## config.mk

```make
export PLATFORM = sky130hd
export DESIGN_NAME = chan_selftest_top
export DESIGN_NICKNAME = d
export VERILOG_FILES = /design/src/rtl/selftest_pkg.sv /design/src/rtl/selftest_enable_reg.sv /design/src/rtl/selftest_pattern_gen.sv /design/src/rtl/selftest_tx_mux.sv /design/src/rtl/chan_selftest_top.sv
export SDC_FILE = /design/constraint.sdc
export NUM_CORES = 1
export LEC_CHECK = 0
export ABC_AREA = 1
export BUFFER_PORTS_ARGS = -buffer_cell sky130_fd_sc_hd__clkbuf_2
export CORE_UTILIZATION = 47
export CTS_CLUSTER_SIZE = 14
export DETAILED_ROUTE_END_ITERATION = 16
export PLACE_DENSITY_LB_ADDON = 0.3
export SETUP_SLACK_MARGIN = 0.3
export SYNTH_ARGS = -nofsm -noshare
export SYNTH_HDL_FRONTEND = slang
export SYNTH_SLANG_ARGS = --single-unit
```

## constraint.sdc

```tcl
create_clock -name clk -period 1.4 [get_ports clk]
set_clock_uncertainty 0.15 [all_clocks]
set_input_delay 0.28 -clock clk [delete_from_list [all_inputs] [get_ports clk]]
set_output_delay 0.28 -clock clk [all_outputs]
set_load 0.01 [all_outputs]
```

## src/rtl/selftest_pkg.sv

```systemverilog
// Shared constants and pure functions for the channel self-test block.
// Assumes a 9-bit Fibonacci LFSR, taps x^9 + x^5 + 1, and 10-bit characters.
package selftest_pkg;

    localparam int          PRBS_W    = 9;
    localparam int          CHAR_W    = 10;
    localparam logic [8:0]  PRBS_SEED = 9'h1FF;

    // One LFSR step: shift toward the MSB and feed back bit8 xor bit4.
    function automatic logic [PRBS_W-1:0] prbs_step(input logic [PRBS_W-1:0] s);
        return {s[PRBS_W-2:0], s[8] ^ s[4]};
    endfunction

    // Character from state: parity of the state on top, the state below.
    function automatic logic [CHAR_W-1:0] prbs_char(input logic [PRBS_W-1:0] s);
        return {^s, s};
    endfunction

endpackage

```

## src/rtl/selftest_enable_reg.sv

```systemverilog
// Enable holding register. It stands in for a level-sensitive latch with a
// flop stage that follows the active-low enable pins while the gate is open,
// and holds them while the gate is closed. Reset clears all flags.
// Assumes every input is synchronous to clk.
module selftest_enable_reg #(
    parameter int EN_W = 8
) (
    input  logic            clk,
    input  logic            rst_n,
    input  logic            gate_open,
    input  logic [EN_W-1:0] en_n,
    output logic [EN_W-1:0] active
);

    logic [EN_W-1:0] active_q;

    // Capture inverted enables while open, hold while closed, clear on reset.
    always_ff @(posedge clk) begin
        if (!rst_n)
            active_q <= '0;
        else if (gate_open)
            active_q <= ~en_n;
    end

    assign active = active_q;

    AST_FOLLOW_OPEN: assert property (@(posedge clk) disable iff (!rst_n)
        gate_open |=> (active == ~$past(en_n)));

    AST_HOLD_CLOSED: assert property (@(posedge clk) disable iff (!rst_n)
        !gate_open |=> $stable(active));

endmodule

```

## src/rtl/selftest_pattern_gen.sv

```systemverilog
// Per-channel pseudo-random character source. The LFSR sits at the seed
// while its channel is idle and steps once per clock while it is active,
// so each activation starts the same 511-long sequence.
// Assumes 'active' comes from a register clocked by the same clk.
module selftest_pattern_gen
    import selftest_pkg::*;
(
    input  logic              clk,
    input  logic              rst_n,
    input  logic              active,
    output logic [CHAR_W-1:0] pat_char
);

    logic [PRBS_W-1:0] state_q;

    // Seed on reset or while idle, step while active.
    always_ff @(posedge clk) begin
        if (!rst_n || !active)
            state_q <= PRBS_SEED;
        else
            state_q <= prbs_step(state_q);
    end

    // Map the current state to the outgoing character.
    always_comb pat_char = prbs_char(state_q);

    AST_LFSR_NONZERO: assert property (@(posedge clk) disable iff (!rst_n)
        state_q != '0);

    AST_SEED_ON_START: assert property (@(posedge clk) disable iff (!rst_n)
        $rose(active) |-> (state_q == PRBS_SEED));

    AST_ADVANCE: assert property (@(posedge clk) disable iff (!rst_n)
        (active && $past(active) && $past(rst_n)) |->
            (state_q == prbs_step($past(state_q))));

endmodule

```

## src/rtl/selftest_tx_mux.sv

```systemverilog
// Output selector for one transmit channel: user traffic when idle, the
// generated pattern with the control bit forced low when in test.
// Purely combinational; assumes all inputs come from the same clock domain.
module selftest_tx_mux
    import selftest_pkg::*;
(
    input  logic              active,
    input  logic [CHAR_W-1:0] user_char,
    input  logic              user_ctl,
    input  logic [CHAR_W-1:0] pat_char,
    output logic [CHAR_W-1:0] out_char,
    output logic              out_ctl
);

    // Pick the pattern over user data when the channel is in test.
    always_comb begin
        if (active) begin
            out_char = pat_char;
            out_ctl  = 1'b0;
        end else begin
            out_char = user_char;
            out_ctl  = user_ctl;
        end
    end

endmodule

```

## src/rtl/chan_selftest_top.sv

```systemverilog
// Channel self-test top: enable register for all channels plus one pattern
// source and output selector per transmit channel. Enable word layout:
// transmit channels in the low bits, receive channels above them.
// Assumes synchronous active-low reset asserted at the first clock edge.
module chan_selftest_top
    import selftest_pkg::*;
#(
    parameter int NUM_TX = 4,
    parameter int NUM_RX = 4
) (
    input  logic                     clk,
    input  logic                     rst_n,
    input  logic                     gate_open,
    input  logic [NUM_TX+NUM_RX-1:0] test_en_n,
    input  logic [NUM_TX*CHAR_W-1:0] tx_user_char,
    input  logic [NUM_TX-1:0]        tx_user_ctl,
    output logic [NUM_TX-1:0]        tx_test_active,
    output logic [NUM_RX-1:0]        rx_test_active,
    output logic [NUM_TX*CHAR_W-1:0] tx_char,
    output logic [NUM_TX-1:0]        tx_ctl
);

    localparam int EN_W = NUM_TX + NUM_RX;

    logic [EN_W-1:0] active_all;

    selftest_enable_reg #(.EN_W(EN_W)) u_en (
        .clk       (clk),
        .rst_n     (rst_n),
        .gate_open (gate_open),
        .en_n      (test_en_n),
        .active    (active_all)
    );

    // Split the flag word into transmit (low) and receive (high) groups.
    assign tx_test_active = active_all[NUM_TX-1:0];
    assign rx_test_active = active_all[EN_W-1:NUM_TX];

    for (genvar ch = 0; ch < NUM_TX; ch++) begin : g_tx
        logic [CHAR_W-1:0] pat;

        selftest_pattern_gen u_gen (
            .clk      (clk),
            .rst_n    (rst_n),
            .active   (active_all[ch]),
            .pat_char (pat)
        );

        selftest_tx_mux u_mux (
            .active    (active_all[ch]),
            .user_char (tx_user_char[ch*CHAR_W +: CHAR_W]),
            .user_ctl  (tx_user_ctl[ch]),
            .pat_char  (pat),
            .out_char  (tx_char[ch*CHAR_W +: CHAR_W]),
            .out_ctl   (tx_ctl[ch])
        );
    end

    AST_RESET_CLEARS: assert property (@(posedge clk)
        $past(!rst_n) |-> (tx_test_active == '0 && rx_test_active == '0));

endmodule

```

==> metrics <==
CP bufs+invs 2; Seq/Total Area, Yosys a little under two fifths; Detailed Route Iter0 Violations 290; initial antenna violation count 0; Period Utilization, post-route 139%; fin. max-slew vios 0; unrepaired setup endpoints after global routing yes; CTS Root Cell clkbuf_8; Top delay family on crit path simple AND/OR/NAND/NOR gates; Setup crit start kind register; DP Area 3330 um2; Worst Setup End Kind output pin; HP Class in2reg; met3 usage in global routing ~4.0%; Initial Util 49.0%; global-route wire length before repair approximately 11000 um; DRT Wirelength 10500 um; largest net degree at the start of global routing 17; diodes inserted 0; post-synthesis sequential element count 44; Placement Setup Slack -128 ps; TritonRoute pass-1 iters 6; CTS Buf Count 5; gr usage total a little over a quarter; failing checks negative setup slack; Fmax achieved roughly 500 MHz; synth top area cells dfxtp_1 38%, nand2_1 25%, o21ai_0 9.7%, inv_1 8.1%, nand3_1 3.4%; Die H 72.4 um; final cell count without fillers 602; clock-pin slew on the worst setup and hold paths 100 ps; critical path cell sequence inv_2 > nand2_1 > nand2_1 > nand2_1 > nand3_2 > nand2_1 > nand2_1 > nand3_2 > nand2_2 > buf_6; final setup margin -543 ps; placer's final routability congestion estimate 0.802; status finished with violations; total standard cell area after synthesis 2330 um2; core area 4750 um2; LEAKAGE roughly 2.3 nW; vias per cell between 5 and 6; CTS max path bufs 2; area leader, netlist dfxtp_1; Rows 25; layout overhead on the synthesized area 88.7%; most frequent CP cell nand2_1; Worst EP required a little under 1000 ps; Yosys cell types 15; H-tree levels 2; ratio of cells with drive above 1 in the final layout 66.7%; Layout Cell Area excl Fill 4400 um2; clock sink total 44; total power divided by cell area between 700 and 800 nW/um2; Reg-to-Reg Start u_en.active[2]; Final Hold Viols 0; GRT met1 Usage 31.3%; Final Net Count 589; TritonCTS clock tree built; via count around 3300; die area 5250 um2; Most Crowded Layer GR met2; IO Pins 107; GR Overflow Total 0; vias in the first global route 2569; worst slew pin tran between 400 and 500 ps; critical path peak fanout 3; relative slew slack 70.6%; met2 GRT Util 50.7%; maxcap violations 0; Final Critical Period 1940 ps; post-placement cell count 561; Setup CP Type reg2out; die width a little over 70 um; Port Buffers 106; wire length per cell 17.4 um; syn avg cell area 6.28 um2; Clock Latency Late Sink 300 ps; DR DRC count 0; Crit-path slowest cell dfxtp_2; critical path's largest stage delay 380 ps; Syn Inst Count 371; Setup crit start g_tx[0].u_gen.state_q[3]; Yosys warning total 0; dpl hpwl approximately 4400 um; Worst IR Drop VDD 0.000751 V; min-delay src test_en_n[5]; Worst EP arrival about 1500 ps; post-route ant nets 0; Synth Net Count 426; post-synth top area share 37.8%; final setup vio count 47
## kinds of logic (layout without fill, tap and decap cells)
family,after synthesis,count (layout),synth area share [%]
AND/OR/NAND/NOR,186,186,31.3
XOR/XNOR,16,16,6.01
AO/OA/AOI/OAI,57,57,12.2
buffers and inverters,68,232,12.6
flip-flops,44,44,37.8
## routing by layer
metal | up-vias | wire length [um]
met5 | - | 0
met4 | 0 | 490
met3 | 55 | 729
met2 | 209 | 5430
met1 | 1554 | 3820
li1 | 1466 | -
## layout by cell type (no fill, tap or decap), types with 10 or more instances in the layout
cell / netlist / final
buf_4: 8 / 33
nand3_2: 0 / 12
o21ai_2: 0 / 31
inv_1: 50 / 30
nand2_4: 0 / 24
a21oi_1: 12 / 10
inv_2: 0 / 15
buf_6: 0 / 29
buf_2: 5 / 27
clkbuf_2: 2 / 62
nand2_1: 153 / 88
nand2_2: 2 / 43
dfxtp_4: 0 / 10
dfxtp_2: 0 / 25
## repair_timing
item	in CTS	in global routing
pin swaps	43	29
buffers inserted	12	7
endpoints found under the setup margin	62	84
endpoints found under the hold margin	4	0
resized for setup	91	153
cloned	8	2
hold buffers	4	0
## cell usage after synthesis, drive strengths merged
library cell,number
buf,13
inv,50
xnor2,8
nand3,16
or2,3
nand2,155
a21oi,12
xor2,8
o21ai,45
nor2,12
dfxtp,44
clkinv,3
clkbuf,2
## where the power goes
part           internal [mW]  leakage (nW)  switching [mW]
Clock                  0.539        0.0548           0.481
Sequential              1.26         0.351          0.0362
Combinational          0.463          1.94           0.526
Total                   2.26          2.34            1.04
## metrics by stage
stage | hold slack (ps) | util [%] | setup TNS [ps] | power, mW
finish | 5.22 | 92.5 | -9110 | 3.31
global route | -3.13 | 92.5 | -10830 | 3.42
global placement | 302 | 70.0 | -232 | 1.92
detailed placement | 304 | 70.0 | -408 | 1.94
floorplan | 214 | - | 0 | 1.73
CTS | 0.691 | 82.7 | -7940 | 3.06
## cell type report
type                    instances  area (um2)
repair buffers                161        1180
multi-input cells             259        1670
repair inverters               10         128
clock inverters                 3        46.3
fillers                       192         355
flip-flops and latches         44         950
clock buffers                   5        68.8
inverters                      53         270
well taps                      67        83.8
## sequential cells by signal, indices dropped and copies added, names as in the netlist
name and count:
g_tx.u_gen.state_q 36, u_en.active 8
## path summary, 6_finish.rpt
check | slack [ps] | cells past startpoint | endpoint
max | -540 | 10 | tx_char[9]
min | 5 | 2 | u_en.active[5]
max reg2reg | 70 | 5 | g_tx[2].u_gen.state_q[0]
min reg2reg | 370 | 2 | g_tx[2].u_gen.state_q[8]
Note: power is estimated with default switching activity, not from simulation.
